--- src/rtl/resp_tx_seq.sv ---
module resp_tx_seq #(
  parameter int BUF_W = 4,
  parameter int ANT_W = 4
) (
  input  logic             clk,
  input  logic             rst_n,
  input  logic             sw_reset,
  input  logic             start,
  input  logic             require_idle,
  input  logic [BUF_W-1:0] buf_idx,
  input  logic [ANT_W-1:0] ant_mask,
  input  logic             rx_timer_done,
  input  logic             medium_idle,
  input  logic             phy_tx_done,
  output logic             phy_tx_start,
  output logic [BUF_W-1:0] phy_tx_buf,
  output logic [ANT_W-1:0] phy_tx_ant,
  output logic             done,
  output logic             aborted
);

  typedef enum logic [1:0] {S_IDLE, S_WAIT_TMR, S_WAIT_PHY} state_t;

  state_t st;
  logic   need_idle_q;
  logic   blocked;

  assign blocked = need_idle_q && !medium_idle;

  always_ff @(posedge clk or negedge rst_n) begin
    if (!rst_n) begin
      st           <= S_IDLE;
      need_idle_q  <= 1'b0;
      phy_tx_buf   <= '0;
      phy_tx_ant   <= '0;
      phy_tx_start <= 1'b0;
      done         <= 1'b0;
      aborted      <= 1'b0;
    end else begin
      phy_tx_start <= 1'b0;
      done         <= 1'b0;
      aborted      <= 1'b0;
      if (sw_reset) begin
        st <= S_IDLE;
      end else begin
        case (st)
          S_IDLE: if (start) begin
            need_idle_q <= require_idle;
            phy_tx_buf  <= buf_idx;
            phy_tx_ant  <= ant_mask;
            st          <= S_WAIT_TMR;
          end
          S_WAIT_TMR: if (rx_timer_done) begin
            if (blocked) begin
              done    <= 1'b1;
              aborted <= 1'b1;
              st      <= S_IDLE;
            end else begin
              phy_tx_start <= 1'b1;
              st           <= S_WAIT_PHY;
            end
          end
          S_WAIT_PHY: if (phy_tx_done) begin
            done <= 1'b1;
            st   <= S_IDLE;
          end
          default: st <= S_IDLE;
        endcase
      end
    end
  end


  tx_pulse_chk: assert property (@(posedge clk) disable iff (!rst_n)
    phy_tx_start |=> !phy_tx_start);


  tx_after_timer_chk: assert property (@(posedge clk) disable iff (!rst_n)
    phy_tx_start |-> $past(rx_timer_done));


  abort_with_done_chk: assert property (@(posedge clk) disable iff (!rst_n)
    aborted |-> done && $past(!medium_idle));


  done_pulse_chk: assert property (@(posedge clk) disable iff (!rst_n)
    done |=> !done);


  busy_hold_chk: assert property (@(posedge clk) disable iff (!rst_n)
    (st != S_IDLE) |=> $stable(phy_tx_buf) && $stable(phy_tx_ant));


  swrst_chk: assert property (@(posedge clk) disable iff (!rst_n)
    sw_reset |=> !phy_tx_start && !done);

endmodule

--- config.mk ---
export PLATFORM = sky130hd
export DESIGN_NAME = resp_tx_seq
export DESIGN_NICKNAME = d
export VERILOG_FILES = /design/src/rtl/resp_tx_seq.sv
export SDC_FILE = /design/constraint.sdc
export NUM_CORES = 1
export LEC_CHECK = 0
export ABC_AREA = 1
export BUFFER_PORTS_ARGS = -buffer_cell sky130_fd_sc_hd__buf_2
export CORE_UTILIZATION = 48
export DETAILED_ROUTE_END_ITERATION = 12
export GPL_TIMING_DRIVEN = 0
export PLACE_DENSITY = 0.8
export SYNTH_ARGS = -nofsm -noshare
export SYNTH_HDL_FRONTEND = slang
export SYNTH_SLANG_ARGS = --single-unit
--- constraint.sdc ---
create_clock -name clk -period 3.37 [get_ports clk]
set_input_delay 0.674 -clock clk [delete_from_list [all_inputs] [get_ports clk]]
set_output_delay 0.674 -clock clk [all_outputs]
set_load 0.05 [all_outputs]
---- Yosys cells after proc, flatten, opt, wreduce, memory -nomap -nowiden ----
Cells that the tools add are included.
word-level totals
  register bits after elaboration ......... 14
  bits of input ports ..................... 16
operators by class
  eq/ne operators ......................... 5
  mux-type cells .......................... 17
  bitwise logic cells ..................... 1
  reduce and logical (&&, ||, !) cells .... 5
operators by type and width
  kind                                                             number
  1-bit 2-to-1 mux                                                 10
  2-bit 2-to-1 mux                                                 5
  3-bit != test, second input constant                             3
  2-bit case mux with 3 select lines                               1
  3-bit AND reduction                                              2
  2-bit by 1-bit == test with 1-bit output, second input constant  1
  2-bit == test, second input constant                             1
  2-bit logical NOT                                                1
  1-bit case mux with 2 select lines                               1
  1-bit logical AND                                                1
  1-bit logical NOT                                                1
  1-bit NOT                                                        1

---- Logic depth before layout (Yosys ltp) ----
Gate-level depths: netlist (run 1).
  word-level depth ........................ 6
  depth in mapped cells ................... 7
  gate-level depth less buffers ........... 7

---- Least setup slack after synthesis (run 1) ----
OpenSTA, ideal clock, no wires.
  kind .................................... reg-to-output
  from .................................... reg phy_tx_ant[0]
  to ...................................... out phy_tx_ant[0]
  arrival ................................. 600 ps
  path slack .............................. 2096 ps
  stages on the path, launching flop included .. 1
  buffers on the path ..................... 0
  cell sequence ........................... dfrtp_1
RTL lines
  what                    RTL line  RTL
  start, declared         17        output logic [ANT_W-1:0] phy_tx_ant,
  start signal, assigned  50        phy_tx_ant <= ant_mask;
No word-level cell between the ends.

---- Worst setup path after layout (run 1) ----
  from .................................... reg phy_tx_ant[2]
  to ...................................... out phy_tx_ant[2]
No word-level cell between the ends.

==> impl_metrics.yaml, run 1 <==
worst_setup_path:
  worstPathRequired_ps: 2700
  r2r-start: "st[1]$_DFFE_PN0P_"
  crit_buf_inv: 1
  worst_path_max_delay_cell: "dfrtp_1"
  crit_type: "flop to primary output"
  critical_path_depth: 1
  crit_end: "phy_tx_ant[2]"
  start_kind: "flop"
  reg2regPathDepth: 6
  path_cells: "buf_2"
  startpoint: "phy_tx_ant[2]$_DFFE_PN0P_"
  r2r_slack_ps: 2150
  cpPeakStageDelay_ps: 350
  r2r-end: "st[0]$_DFFE_PN0P_"
  crit_fanout: 2
  crit_arrival_ps: 880
  path_delay_family: "flip-flops"
  end_kind: "primary output"
clock_tree:
  cts_tree: "done"
  clkLatencyLatePin_ps: 270
  cts_resized: 0
  cts_setup_buffers: 0
  clk_pin_slew_worst_paths_ps: 80
  clockBufferDepth: 2
  cts_made_buffers: 3
  clock_sinks: 14
  htree_levels: 1
  clockRootBuffer: "clkbuf_4"
  hold_buffers: 0
timing:
  slew_violations: 0
  fin_setup_tns_ps: 0
  tightestPinTransition_ps: 292
  fmax_ghz: 0.643
  post-route-period-util_pct: 46.2
  finalSetupViolCount: 0
  hold_viol: 0
  fin_crit_ps: 1560
  fin_worst_skew_ps: 3.09
  slew_headroom_pct: 80.5
  rsz0062_at_grt: "no"
routing:
  vias_per_cell: 4.71
  antenna_left: 0
  finalWirelength_um: 1210
  vias: 570
  avgRoutedWirePerCell_um: 9.98
  dr.pass1.iters: 4
  drc: 0
  drt_iter0_markers: 9
run:
  drv_cap: 0
layout:
  nets: 128
  diodes: 0
  area_delta_synth_final_pct: 26.2
  layout-drive-gt1-share_pct: 31.8
global_routing:
  grt_pass1_vias: 502
  overflow: 0
  grt_util_all_layers_pct: 19.0
  grt_first_pass_wirelength_um: 1880
  grt_antenna_before_repair: 0
  grt_max_degree: 15
synth:
  syn_avg_cell_area_um2: 8.34
  synth_warnings: 0
  synth_top_cell_area_share_pct: 53.8
  syn_nets: 97
  synth_area_um2: 651
  netlist_instances: 78
  netlist_top_cells_area: "dfrtp_1, nand2_1, ha_1, inv_1, nand3_1"
  ys_ff_latch: 14
  ys_seq_area_share_pct: 53.8
  yosys.area.top_type: "dfrtp_1"
  synth_cell_type_count: 12
worst_hold_path:
  hp-class: "input port to async pin"
pwr:
  power_leakage_nw: 0.498
  total_power_mw: 0.491
  peakVddDrop_v: 0.000340
  power.density_mw_per_mm2: 599
placement:
  hpwl_um: 939
  port_buffers: 26
  gp_congestion: 0.754
floorplanning:
  dieHeight_um: 38.8
  rows: 12
  die_area_mm2: 0.00151
  die_w_um: 38.8
  ioPinCount: 27
  fp.coreArea_mm2: 0.00119
  initial_core_util_pct: 54.9
run_status:
  outcome: "finished, final reports clean"
-- worst min path at each step --
stage                                         start                   endpoint  slack (ps)
after global placement    phy_tx_ant[1]$_DFFE_PN0P_  phy_tx_ant[1]$_DFFE_PN0P_         460
after CTS                                     rst_n  phy_tx_buf[0]$_DFFE_PN0P_         280
after detailed placement  phy_tx_ant[0]$_DFFE_PN0P_  phy_tx_ant[0]$_DFFE_PN0P_         460
after global routing                          rst_n          aborted$_DFF_PN0_         300
final                                         rst_n          aborted$_DFF_PN0_         270
after floorplan                               rst_n          aborted$_DFF_PN0_         380
-- metal layers --
| layer | vias to the layer above | wire [µm] | track usage (%) |
|---|---|---|---|
| li1 | 294 | - | - |
| met1 | 253 | 522 | 22.2 |
| met2 | 18 | 594 | 32.5 |
| met3 | 5 | 60 | 3.47 |
| met4 | 0 | 29 | 10.3 |
| met5 | - | 0 | 0 |
-- logic make-up (layout without fill, tap and decap cells) --
group | count (synthesis) | count (layout) | share of synthesized area (%)
and+or+nand+nor | 50 | 50 | 33.3
DFF | 14 | 14 | 53.8
buffers and inverters | 11 | 40 | 7.11
adders and majority gates | 3 | 3 | 5.77
-- cells in the mapped netlist --
cell     count
nor2_2       1
dfrtp_1     14
nand3_2      1
ha_1         3
nand3_4      1
nand3_1      4
nand2_1     37
nor2_1       5
inv_6        1
inv_2        1
inv_1        9
nor3_1       1
-- cell type report --
type / count / area, µm²
fill: 100 / 365
multi-input combinational: 53 / 254
clock buffer: 3 / 22.5
inverter: 11 / 46.3
tap: 14 / 17.5
timing repair buffer: 26 / 130
sequential: 14 / 350
-- per-stage QoR --
stage	hold slack [ps]	util [%]	worst slack, ps	area (µm²)	instances
finish	268	69.2	1810	821	121
global placement	457	67.3	1980	798	118
global route	301	69.2	1790	821	121
CTS	284	69.2	1810	821	121
floorplan	378	-	2100	651	78
detailed placement	463	67.3	1980	798	118
-- power by group --
part | internal [mW] | switching [mW] | leakage (nW)
combinational | 0.0467 | 0.143 | 0.304
sequential | 0.197 | 0.0142 | 0.180
clock | 0.0414 | 0.0486 | 0.0138
-- cells in the final DEF (no fill, tap or decap) --
| master | instances |
|---|---|
| ha_1 | 3 |
| nand2_1 | 37 |
| nand3_2 | 1 |
| nor3_1 | 1 |
| clkbuf_4 | 3 |
| dfrtp_1 | 14 |
| buf_2 | 26 |
| inv_1 | 9 |
| nand3_4 | 1 |
| inv_6 | 1 |
| inv_2 | 1 |
| nor2_2 | 1 |
| nor2_1 | 5 |
| nand3_1 | 4 |
-- sequential cells by signal, summed over array words and instances (netlist names) --
signal and count:
st 2, aborted 1, done 1, phy_tx_start 1, need_idle_q 1, phy_tx_ant 4, phy_tx_buf 4
Note: power is estimated with default switching activity, not from simulation.
==> inputs of run 2 (changes only) <==
--- a/config.mk
+++ b/config.mk
@@ -7,10 +7,10 @@
 export LEC_CHECK = 0
 export ABC_AREA = 1
 export BUFFER_PORTS_ARGS = -buffer_cell sky130_fd_sc_hd__buf_2
-export CORE_UTILIZATION = 48
+export CORE_UTILIZATION = 40
 export DETAILED_ROUTE_END_ITERATION = 12
 export GPL_TIMING_DRIVEN = 0
-export PLACE_DENSITY = 0.8
+export PLACE_DENSITY = 0.71
 export SYNTH_ARGS = -nofsm -noshare
 export SYNTH_HDL_FRONTEND = slang
 export SYNTH_SLANG_ARGS = --single-unit
==> constraint.sdc (replaced) <==
create_clock -name clk -period 1.4 [get_ports clk]
set_input_delay 0.28 -clock clk [delete_from_list [all_inputs] [get_ports clk]]
set_output_delay 0.28 -clock clk [all_outputs]
set_load 0.05 [all_outputs]
==> run 2 against run 1 <==
  * Final cell count grew 2.5%
  * Wire length rose by 4.3%
  * Critical path type is now flop to flop
  * Die area is 19% higher
  * Flip-flop and latch count unchanged
  * Highest routed layer is now met3
  * Combinational power is 140% higher
  * Clock skew fell by 1.1 ps
  * Count of clock-buffer cells in the layout stayed put
  * Cell area increased by 1.5%
  * Critical path depth up 5
  * Critical endpoint is now phy_tx_buf[1]$_DFFE_PN0P_
  * Core utilization decreased by 14 points
  * Worst hold slack worse by 72 ps
==> impl_metrics.yaml, run 2 (synthesized netlist as in run 1, its figures left out) <==
run_status:
  outcome: "finished, final reports clean"
routing:
  drc: 0
  finalWirelength_um: 1260
  dr.pass1.iters: 4
  antenna_left: 0
  vias: 590
  drt_iter0_markers: 11
  avgRoutedWirePerCell_um: 10.2
  vias_per_cell: 4.76
global_routing:
  grt_use_met2_pct: 26.2
  overflow: 0
  grt_first_pass_wirelength_um: 2210
  grt_antenna_before_repair: 0
  grt_pass1_vias: 524
  grt_max_degree: 15
  grt_use_met3_pct: 3.02
  use_met1_pct: 23.2
  busiest_layer: "met2"
  grt_util_all_layers_pct: 16.9
clock_tree:
  clockBufferDepth: 2
  clk_pin_slew_worst_paths_ps: 80
  clock_sinks: 14
  cts_tree: "done"
  cts_made_buffers: 3
  cts_setup_buffers: 0
  cts_resized: 0
  hold_buffers: 1
  htree_levels: 1
  clockRootBuffer: "clkbuf_4"
  clkLatencyLatePin_ps: 270
worst_setup_path:
  start_kind: "flop"
  crit_fanout: 10
  worstPathRequired_ps: 1610
  end_kind: "flop"
  crit_arrival_ps: 1440
  crit_type: "flop to flop"
pwr:
  seqPwrFrac_pct: 43.2
  total_power_mw: 1.19
  clock_power_share_pct: 18.5
  power_leakage_nw: 0.502
  internal_power_mw: 0.689
  p_comb_share_pct: 38.3
  p_sw_mw: 0.501
  power.density_mw_per_mm2: 1430
  netSwitchingFraction_pct: 42.1
  peakVddDrop_v: 0.000876
floorplanning:
  die_w_um: 42.3
  rows: 14
  die_area_mm2: 0.00179
  fp.coreArea_mm2: 0.00151
  dieHeight_um: 42.3
  initial_core_util_pct: 43.2
  ioPinCount: 27
timing:
  finalSetupViolCount: 0
  fin_setup_tns_ps: 0
  slew_violations: 0
  fin_crit_ps: 1230
  fin_worst_skew_ps: 1.99
  tightestPinTransition_ps: 315
  rsz0062_at_grt: "no"
  slew_headroom_pct: 79.0
  post-route-period-util_pct: 87.8
  hold_slack_ps: 196
  hold_viol: 0
  fmax_ghz: 0.813
placement:
  hpwl_um: 1000
  gp_congestion: 0.710
  port_buffers: 26
layout:
  layout_commonest_cell: "nand2_1"
  largest_registers: "phy_tx_ant (4), phy_tx_buf (4), st (2)"
  final_cell_mix: "nand2_1, buf_2, dfrtp_1"
  area_delta_synth_final_pct: 28.1
  nFillCells: 155
  nets: 129
  diodes: 0
  layout-drive-gt1-share_pct: 31.5
worst_hold_path:
  hp-class: "input port to flop"
run:
  drv_cap: 0
run 2: power groups by stage:
stage / registers (mW) / clock network (mW) / logic [mW]
2_1_floorplan: 0.727 / 0 / 0.128
3_3_place_gp: 0.519 / 0 / 0.447
3_5_place_dp: 0.518 / 0 / 0.459
4_1_cts: 0.515 / 0.227 / 0.459
5_1_grt: 0.524 / 0.256 / 0.493
6_report: 0.514 / 0.220 / 0.456
run 2: metal layers:
layer / routed length, µm / share of wire (%)
met1: 535 / 42
met2: 638 / 51
met3: 85 / 6.8
met4: 0 / 0
met5: 0 / 0
run 2: worst paths after layout:
kind	slack, ps	cells after the start	endpoint	start
worst min register to register	470	2	phy_tx_ant[0]$_DFFE_PN0P_	phy_tx_ant[0]$_DFFE_PN0P_
max in group asynchronous	740	2	st[0]$_DFFE_PN0P_	rst_n
worst max register to register	170	6	phy_tx_buf[1]$_DFFE_PN0P_	st[0]$_DFFE_PN0P_
min in group asynchronous	420	2	st[1]$_DFFE_PN0P_	rst_n
worst min-delay path	200	3	phy_tx_ant[0]$_DFFE_PN0P_	ant_mask[0]
worst max-delay path	170	6	phy_tx_buf[1]$_DFFE_PN0P_	st[0]$_DFFE_PN0P_
run 2: area by class of cell:
| type | instances | area [µm²] | share of cell area, % |
|---|---|---|---|
| sequential | 14 | 350 | 42.0 |
| multi-input combinational | 53 | 254 | 30.5 |
| timing repair buffer | 27 | 140 | 16.8 |
| inverter | 11 | 46.3 | 5.56 |
| clock buffer | 3 | 22.5 | 2.70 |
| tap | 16 | 20.0 | 2.40 |
run 2: metrics by stage:
stage / util (%) / std cells / area, µm² / setup slack [ps]
6_report: 55.3 / 124 / 833 / 170
5_1_grt: 55.3 / 124 / 833 / 59.1
4_1_cts: 55.3 / 124 / 833 / 167
3_5_place_dp: 53.2 / 120 / 801 / 172
3_3_place_gp: 53.2 / 120 / 801 / 222
2_1_floorplan: - / 78 / 651 / 339
run 2: worst max-delay path, cell delays in order (launching register included):
cell and delay, ps:
dfrtp_1 400, inv_1 90, ha_1 220, nand3_4 170, inv_6 140, nand2_1 70
nand2_1 80
